$ cat src/rtl/wmd_pkg.sv
// Shared types for the windowed memory decoder.
// Assumes strobes are single-bit active-high levels.
package wmd_pkg;

    typedef enum logic [1:0] {
        ACC_IDLE  = 2'd0,
        ACC_READ  = 2'd1,
        ACC_WRITE = 2'd2,
        ACC_BOTH  = 2'd3
    } acc_e;

    // Classify the bus access from the two strobes.
    function automatic acc_e classify(input logic rd, input logic wr);
        acc_e k;
        unique case ({wr, rd})
            2'b01:   k = ACC_READ;
            2'b10:   k = ACC_WRITE;
            2'b11:   k = ACC_BOTH;
            default: k = ACC_IDLE;
        endcase
        return k;
    endfunction

endpackage

$ cat src/rtl/wmd_cfg_shadow.sv
// Shadow copy of the window configuration.
// Loads from the configuration inputs only on edges where the bus is idle,
// so a change made during an access cannot disturb it. Synchronous reset
// clears every field.
module wmd_cfg_shadow #(
    parameter int NUM_WIN = 3,
    parameter int BASE_W  = 3,
    localparam int CFG_W  = NUM_WIN * BASE_W
) (
    input  logic               clk,
    input  logic               rst_n,
    input  logic               busy,
    input  logic [CFG_W-1:0]   cfg_base,
    input  logic [NUM_WIN-1:0] cfg_wr_en,
    input  logic               cfg_honour,
    output logic [CFG_W-1:0]   base_q,
    output logic [NUM_WIN-1:0] wr_en_q,
    output logic               honour_q
);

    // Capture configuration while idle, hold it while a strobe is active.
    always_ff @(posedge clk) begin
        if (!rst_n) begin
            base_q   <= '0;
            wr_en_q  <= '0;
            honour_q <= 1'b0;
        end else if (!busy) begin
            base_q   <= cfg_base;
            wr_en_q  <= cfg_wr_en;
            honour_q <= cfg_honour;
        end
    end

    AST_CFG_HOLD: assert property (@(posedge clk) disable iff (!rst_n)
        busy |=> ($stable(base_q) && $stable(wr_en_q) && $stable(honour_q)));

endmodule

$ cat src/rtl/wmd_match.sv
// Per-window base comparators.
// Each window compares its base with the top address bits; every hit is
// qualified by the board-level enable. Assumes enable already folds in the
// strobes, the bank flag and the phantom override.
module wmd_match #(
    parameter int NUM_WIN = 3,
    parameter int BASE_W  = 3,
    parameter int ADDR_W  = 16,
    localparam int CFG_W  = NUM_WIN * BASE_W
) (
    input  logic [ADDR_W-1:0]  addr,
    input  logic [CFG_W-1:0]   base_q,
    input  logic               enable,
    output logic [NUM_WIN-1:0] hit
);

    logic [BASE_W-1:0] top_bits;

    // Extract the window-number bits of the address.
    always_comb begin
        top_bits = addr[ADDR_W-1 -: BASE_W];
    end

    for (genvar i = 0; i < NUM_WIN; i++) begin : g_win
        // Compare one window's base with the address.
        always_comb begin
            hit[i] = enable && (base_q[i*BASE_W +: BASE_W] == top_bits);
        end
    end

endmodule

$ cat src/rtl/wmd_pick.sv
// Fixed-priority picker: of all matching windows only the lowest-numbered
// is selected, so at most one RAM drives the bus.
module wmd_pick #(
    parameter int NUM_WIN = 3
) (
    input  logic               clk,
    input  logic               rst_n,
    input  logic [NUM_WIN-1:0] hit,
    output logic [NUM_WIN-1:0] sel
);

    localparam logic [NUM_WIN-1:0] ONE = NUM_WIN'(1);

    // Walk from window 0 upward and keep the first hit.
    always_comb begin
        logic found;
        found = 1'b0;
        sel   = '0;
        for (int i = 0; i < NUM_WIN; i++) begin
            if (hit[i] && !found) begin
                sel[i] = 1'b1;
                found  = 1'b1;
            end
        end
    end

    AST_SEL_ONEHOT: assert property (@(posedge clk) disable iff (!rst_n)
        $onehot0(sel));
    AST_SEL_IN_HIT: assert property (@(posedge clk) disable iff (!rst_n)
        ((sel & ~hit) == '0));
    AST_HIT_GETS_SEL: assert property (@(posedge clk) disable iff (!rst_n)
        (hit != '0) |-> (sel != '0));
    AST_LOWEST_WINS: assert property (@(posedge clk) disable iff (!rst_n)
        ((hit & (sel - ONE)) == '0));

endmodule

$ cat src/rtl/wmd_wr_gate.sv
// Response, read-drive and write-gating logic.
// Turns the selected window and the access kind into the board response,
// the data-out enable, the RAM write strobe and the protect-violation level.
// Assumes sel is one-hot or zero.
module wmd_wr_gate #(
    parameter int NUM_WIN = 3
) (
    input  logic               clk,
    input  logic               rst_n,
    input  logic [NUM_WIN-1:0] sel,
    input  logic [NUM_WIN-1:0] wr_en_q,
    input  logic               mem_rd,
    input  logic               mem_wr,
    output logic               respond,
    output logic               data_oe,
    output logic               wr_strobe,
    output logic               prot_viol
);

    import wmd_pkg::*;

    acc_e kind;
    logic allowed;

    // Classify the access and look up the selected window's write enable.
    always_comb begin
        kind    = classify(mem_rd, mem_wr);
        allowed = |(sel & wr_en_q);
        respond = |sel;
    end

    // Drive the bus-side controls for the access kind.
    always_comb begin
        data_oe   = 1'b0;
        wr_strobe = 1'b0;
        prot_viol = 1'b0;
        if (respond) begin
            unique case (kind)
                ACC_READ:  data_oe = 1'b1;
                ACC_WRITE: begin
                    wr_strobe = allowed;
                    prot_viol = !allowed;
                end
                default: ;
            endcase
        end
    end

    AST_PROT_BLOCKS: assert property (@(posedge clk) disable iff (!rst_n)
        prot_viol |-> (!wr_strobe && respond));
    AST_STROBE_NEEDS_EN: assert property (@(posedge clk) disable iff (!rst_n)
        wr_strobe |-> ((sel & wr_en_q) != '0));
    AST_OE_READ_ONLY: assert property (@(posedge clk) disable iff (!rst_n)
        data_oe |-> (mem_rd && !mem_wr && !wr_strobe));

endmodule

$ cat src/rtl/win_mem_decoder.sv
// Windowed memory select decoder, top level.
// Decodes a bus access onto one of NUM_WIN RAM windows, each placed on a
// window-size boundary by its own base, with per-window write protection,
// a bank-active gate and an optional phantom override. Outputs are
// combinational; configuration is taken through an idle-only shadow.
module win_mem_decoder #(
    parameter int ADDR_W  = 16,
    parameter int BASE_W  = 3,
    parameter int NUM_WIN = 3,
    localparam int CFG_W  = NUM_WIN * BASE_W,
    localparam int OFFS_W = ADDR_W - BASE_W
) (
    input  logic               clk,
    input  logic               rst_n,
    input  logic [CFG_W-1:0]   cfg_base,
    input  logic [NUM_WIN-1:0] cfg_wr_en,
    input  logic               cfg_phantom_honour,
    input  logic [ADDR_W-1:0]  addr,
    input  logic               mem_rd,
    input  logic               mem_wr,
    input  logic               bank_active,
    input  logic               phantom_n,
    output logic [NUM_WIN-1:0] win_sel,
    output logic [OFFS_W-1:0]  win_offset,
    output logic               board_respond,
    output logic               data_oe,
    output logic               win_wr_strobe,
    output logic               prot_violation
);

    logic               busy;
    logic               enable;
    logic [CFG_W-1:0]   base_q;
    logic [NUM_WIN-1:0] wr_en_q;
    logic               honour_q;
    logic [NUM_WIN-1:0] hit;

    // Board-level gate: a strobe, the bank flag and the phantom override.
    always_comb begin
        busy       = mem_rd || mem_wr;
        enable     = busy && bank_active && !(honour_q && !phantom_n);
        win_offset = addr[OFFS_W-1:0];
    end

    wmd_cfg_shadow #(.NUM_WIN(NUM_WIN), .BASE_W(BASE_W)) u_shadow (
        .clk        (clk),
        .rst_n      (rst_n),
        .busy       (busy),
        .cfg_base   (cfg_base),
        .cfg_wr_en  (cfg_wr_en),
        .cfg_honour (cfg_phantom_honour),
        .base_q     (base_q),
        .wr_en_q    (wr_en_q),
        .honour_q   (honour_q)
    );

    wmd_match #(.NUM_WIN(NUM_WIN), .BASE_W(BASE_W), .ADDR_W(ADDR_W)) u_match (
        .addr   (addr),
        .base_q (base_q),
        .enable (enable),
        .hit    (hit)
    );

    wmd_pick #(.NUM_WIN(NUM_WIN)) u_pick (
        .clk   (clk),
        .rst_n (rst_n),
        .hit   (hit),
        .sel   (win_sel)
    );

    wmd_wr_gate #(.NUM_WIN(NUM_WIN)) u_gate (
        .clk       (clk),
        .rst_n     (rst_n),
        .sel       (win_sel),
        .wr_en_q   (wr_en_q),
        .mem_rd    (mem_rd),
        .mem_wr    (mem_wr),
        .respond   (board_respond),
        .data_oe   (data_oe),
        .wr_strobe (win_wr_strobe),
        .prot_viol (prot_violation)
    );

    AST_BANK_GATE: assert property (@(posedge clk) disable iff (!rst_n)
        !bank_active |-> (win_sel == '0 && !board_respond && !win_wr_strobe
                          && !prot_violation && !data_oe));
    AST_PHANTOM_GATE: assert property (@(posedge clk) disable iff (!rst_n)
        (honour_q && !phantom_n) |-> (win_sel == '0 && !board_respond));
    AST_IDLE_QUIET: assert property (@(posedge clk) disable iff (!rst_n)
        !busy |-> (win_sel == '0 && !board_respond));
    AST_OFFSET_PASS: assert property (@(posedge clk) disable iff (!rst_n)
        win_offset == addr[OFFS_W-1:0]);

endmodule

$ cat config.mk
export PLATFORM = sky130hd
export DESIGN_NAME = win_mem_decoder
export DESIGN_NICKNAME = d
export VERILOG_FILES = /design/src/rtl/wmd_pkg.sv /design/src/rtl/wmd_cfg_shadow.sv /design/src/rtl/wmd_match.sv /design/src/rtl/wmd_pick.sv /design/src/rtl/wmd_wr_gate.sv /design/src/rtl/win_mem_decoder.sv
export SDC_FILE = /design/constraint.sdc
export NUM_CORES = 1
export LEC_CHECK = 0
export ABC_AREA = 1
export CAP_MARGIN = 20
export CORE_MARGIN = 2
export CORE_UTILIZATION = 30
export DETAILED_ROUTE_END_ITERATION = 10
export PLACE_DENSITY = 0.68
export SYNTH_ARGS = -nofsm -noshare
export SYNTH_HDL_FRONTEND = slang
export SYNTH_SLANG_ARGS = --single-unit
$ cat constraint.sdc
create_clock -name clk -period 2.15 [get_ports clk]
set_input_delay 0.43 -clock clk [delete_from_list [all_inputs] [get_ports clk]]
set_output_delay 0.43 -clock clk [all_outputs]
set_load 0.01 [all_outputs]
# After elaboration in Yosys (flattened, before gate mapping)
# Cells that the tools add are included.
# op_classes
n_eq_ne,8
n_mux,11
bitwise,1
n_reduce_logical,16
# op_table
operator,count
two-way mux 1 bit,10
== test 3 bit,3
logical AND 1 bit,8
== test 2 bit (second input constant),3
one-hot mux 2 bit (3 select lines),1
OR reduction 3 bit,2
zero test 1 bit,5
== test 2 x 1 -> 1 bit (second input constant),2
bitwise AND 3 bit,1
logical OR 1 bit,1
# totals
ff_bits,13
inputBits,35
output_inout_bits,20
word_cells,39

# Logic depth before layout (Yosys ltp)
# logic_depth
depth_word,17
ltp_mapped,11
mapped_depth_nobuf,11

# Hierarchy
# From an unflattened synthesis, not the netlist that was laid out.
# hier_totals
hier_cells,164
hier_area_um2,932.1
# modules_own_cells
mod,n_inst,cells_per_inst,area_per_inst_um2,seq_area_each_um2
wmd_cfg_shadow,1,82,545.5,260.2
wmd_match,1,43,168.9,0.0
win_mem_decoder,1,19,125.1,0.0
wmd_wr_gate,1,15,65.1,0.0
wmd_pick,1,5,27.5,0.0

# Worst setup path after synthesis
# OpenSTA, ideal clock, no wires.
# synth_path
path_type,input to output
from,input mem_rd
to,output win_wr_strobe
arrival_ns,1.196
required_time_ns,1.720
setup_slack_ns,0.524
path_stages,5
path_cell_list,nor2_2 > nor2_4 > nand3_1 > nand4_1 > a21oi_1
# synth_via
elab_chain_len,15
# synth_lines
element,line_no,source
start: declaration,win_mem_decoder.sv:19,"input logic mem_rd,"
logical OR 1 bit,win_mem_decoder.sv:40,busy = mem_rd || mem_wr;
logical AND 1 bit (2 in a row),win_mem_decoder.sv:41,enable = busy && bank_active && !(honour_q && !phantom_n);
logical AND 1 bit,wmd_match.sv:27,hit[i] = enable && (base_q[i*BASE_W +: BASE_W] == top_bits);
two-way mux 1 bit,wmd_pick.sv:20,if (hit[i] && !found) begin
zero test 1 bit,wmd_pick.sv:20,
logical AND 1 bit,wmd_pick.sv:20,
two-way mux 1 bit,wmd_pick.sv:20,
zero test 1 bit,wmd_pick.sv:20,
logical AND 1 bit,wmd_pick.sv:20,
two-way mux 1 bit,wmd_pick.sv:20,
bitwise AND 3 bit,wmd_wr_gate.sv:28,allowed = |(sel & wr_en_q);
OR reduction 3 bit,wmd_wr_gate.sv:28,
two-way mux 1 bit,wmd_wr_gate.sv:38,unique case (kind)
two-way mux 1 bit *,wmd_wr_gate.sv:37,if (respond) begin
end: declaration,win_mem_decoder.sv:27,"output logic win_wr_strobe,"
# Every way passes the cells marked *; elsewhere a longest branch is shown, timed or not.

# Worst setup path after layout
# layout_path
from,input mem_wr
to,output prot_violation
# layout_via
elab_chain_len,16
# layout_lines
element,line_no,source
start: declaration,win_mem_decoder.sv:20,"input logic mem_wr,"
logical OR 1 bit,win_mem_decoder.sv:40,
logical AND 1 bit (2 in a row),win_mem_decoder.sv:41,
logical AND 1 bit,wmd_match.sv:27,
two-way mux 1 bit,wmd_pick.sv:20,
zero test 1 bit,wmd_pick.sv:20,
logical AND 1 bit,wmd_pick.sv:20,
two-way mux 1 bit,wmd_pick.sv:20,
zero test 1 bit,wmd_pick.sv:20,
logical AND 1 bit,wmd_pick.sv:20,
two-way mux 1 bit,wmd_pick.sv:20,
bitwise AND 3 bit,wmd_wr_gate.sv:28,
OR reduction 3 bit,wmd_wr_gate.sv:28,
zero test 1 bit,wmd_wr_gate.sv:42,prot_viol = !allowed;
two-way mux 1 bit,wmd_wr_gate.sv:38,
two-way mux 1 bit *,wmd_wr_gate.sv:37,
end: declaration,win_mem_decoder.sv:28,output logic prot_violation
# Marked as above.

==> run summary <==
Outcome = finished clean
Die H = 57.5 um
Share of layout cells above drive strength 1 = 0.231
Fraction of registers with async set/reset = 0
Post-synth top area share = 0.303
Clk root buf = clkbuf_4
Drt total wl = 1890 um
Worst-margin pin slew = 410 ps
Max-slew violations = 0
Gate Count Post-Synth = 136
Syn_nets = 171
Total power = 0.565 mW
Clk buf depth = 2
Hold Crit Class = register to register
Final core utilization = 0.413
Clock Sink Count = 13
CTS H-tree depth = 1
Total CTS buffers = 3
Initial antenna violation count = 0
Unique masters post-synth = 20
Setup Crit Path Kind = primary input to output pin
CTS tree = built
Synth Register Bits = 13
First-pass GRT wire length = 3050 um
Number of global-route vias before repair = 786
Die W = 57.5 um
Final HPWL DP = 1500 um
CP endpoint kind = output pin
Syn Area/Cell = 6.32 um^2
Setup crit start kind = primary input
I/O Buffers = 28
ANT nets after route = 0
Worst reg2reg endpoint = u_shadow.base_q[2]
Inserted Diodes = 0
R2R Setup Slk = 1490 ps
Startpoint of the most critical hold path = u_shadow.wr_en_q[1]
Non-filler instance count after layout = 191
Peak supply drop = 0.272 mV
Initial Util = 0.314
Area Overhead vs Synth = 31.4%
Routed len/inst = 9.91 um
Worst-skew pair later-pin latency = 270 ps
Peak Freq = 499 MHz
DRC = 0
Final worst-path cycle share = 0.933
Min Tclk post-route = 2010 ps
Ys flop type = dfxtp_1
Final WS setup = 144 ps
Fin Setup TNS = 0 ps
Gr usage total = 0.117
Number of flops mapped to enable cells by yosys = 0
Reg-to-Reg Start = u_shadow.base_q[2]
# IOs = 55
Leakage power = 0.561 nW
Top cells by area, synth = dfxtp_1 (30%), nand2_1 (14%), buf_4 (11%)
RSZ-0062 raised after global routing = false
Core Rows = 19
Req. time, crit path = 1720 ps
Worst clock skew = 0 ps
Critical path peak fanout = 4
Post-synth top area cell = dfxtp_1
Core Area = 0.00273 mm^2
GPL Wtd Cong = 0.785
Fin nets = 196
CTS clk-pin slew, worst paths = 80 ps
Endpoints failing setup = 0
Vias per cell = 4.40
WHS Path Cells = 2
DRT Pass-1 Iters = 3
Worst EP arrival = 1580 ps
Via count of the routed design = 841
Hold Crit Endpoint = u_shadow.wr_en_q[1]
Syn. warnings = 0
Relative slew margins = 0.726
Die area = 0.00331 mm^2
Hold Fails Final Rpt = 0
Placed cells = 186
Placement Setup Slack = -613 ps
Number of DRC markers in iteration 0 = 12
Largest net degree at the start of global routing = 23
PwrDens = 500 mW/mm^2
Post-CTS Hold Fix Bufs = 0
Sequential area share after synthesis = 0.303
GRT overflow = 0
Mapped cell area = 860 um^2
Max-cap violation count = 0
Reg2reg path depth = 2
## cells in the mapped netlist (2+ instances only)
| library cell | number |
|---|---|
| inv_1 | 15 |
| dfxtp_1 | 13 |
| nand2_2 | 2 |
| inv_2 | 5 |
| nand3_1 | 3 |
| nand2_1 | 32 |
| buf_2 | 2 |
| o21ai_0 | 6 |
| buf_4 | 13 |
| xor2_1 | 2 |
| nor2_2 | 4 |
| a21oi_1 | 10 |
| o21ai_1 | 7 |
| nor2_1 | 16 |
## power breakdown
| group | internal (mW) | switching [mW] |
|---|---|---|
| logic | 0.0728 | 0.0746 |
| clock network | 0.0718 | 0.0809 |
| registers | 0.257 | 0.00829 |
## state kept, by name, indices dropped and copies added, names as in the netlist
name               cells
u_shadow.wr_en_q       3
u_shadow.base_q        9
u_shadow.honour_q      1
## critical path, cell delays in order
cell,delay [ps]
dlygate4sd2_1,270
nor2_4,140
nor2_4,60
buf_6,110
nand3_2,70
nor2_1,50
nor2_1,120
nand2_1,90
nor2_2,100
buf_2,130
## how the worst max path moves through the flow
stage                       start             end  slack, ps  depth (start not counted)
6_report                   mem_wr  prot_violation        140                         10
5_1_grt        u_shadow.base_q[8]   win_wr_strobe          4                          9
3_5_place_dp             addr[15]  prot_violation       -610                         12
2_1_floorplan              mem_rd   win_wr_strobe        520                          5
4_1_cts                  addr[13]  prot_violation         30                         13
3_3_place_gp             addr[15]   win_wr_strobe       -570                         10
## layout by cell type (no fill, tap or decap)
| cell | count |
|---|---|
| a21oi_1 | 10 |
| buf_2 | 4 |
| buf_4 | 7 |
| buf_6 | 1 |
| clkbuf_1 | 1 |
| clkbuf_2 | 4 |
| clkbuf_4 | 3 |
| clkdlybuf4s15_1 | 1 |
| clkdlybuf4s50_1 | 14 |
| dfxtp_1 | 12 |
| dfxtp_2 | 1 |
| dlygate4sd2_1 | 5 |
| inv_1 | 15 |
| inv_2 | 5 |
| nand2_1 | 31 |
| nand2_2 | 3 |
| nand2_4 | 1 |
| nand3_1 | 1 |
| nand3_2 | 3 |
| nand4_1 | 1 |
| nor2_1 | 16 |
| nor2_2 | 3 |
| nor2_4 | 2 |
| o21ai_0 | 6 |
| o21ai_1 | 7 |
| xnor2_1 | 1 |
| xor2_1 | 2 |
## per-layer routing
metal  share of wire  up-vias  global-route usage  wire length, um
li1                -      451                   -                -
met1            0.40      373               0.126              753
met2            0.54       15               0.216             1010
met3           0.057        2              0.0204              108
met4          0.0085        0              0.0598               16
met5               0        -                   0                0
## layout make-up
cell class,count,area (um^2)
sequential,13,262
multi-input combinational,87,430
tap,31,38.8
inverter,20,75.1
clock buffer,4,26.3
fill,288,1600
timing repair buffer,36,298
## stage by stage
stage          area [um^2]  hold slack, ps
2_1_floorplan          860             431
3_3_place_gp          1120             441
3_5_place_dp          1120             448
4_1_cts               1140             463
5_1_grt               1130             475
6_report              1130             460
## what timing repair did
action | in CTS | in global routing
endpoints found under the setup margin | 7 | 6
setup buffers | 1 | 0
pin swaps | 11 | 1
gates resized for setup | 32 | 9
## cell families (layout without fill, tap and decap cells)
| family | after synthesis | count (layout) | share of synthesized area |
|---|---|---|---|
| XOR/XNOR | 3 | 3 | 0.0306 |
| AND/OR/NAND/NOR | 61 | 61 | 0.316 |
| AO/OA/AOI/OAI | 23 | 23 | 0.134 |
| buffers and inverters | 36 | 60 | 0.217 |
| flip-flops | 13 | 13 | 0.303 |
No activity file was read; power rests on OpenSTA's default activity.
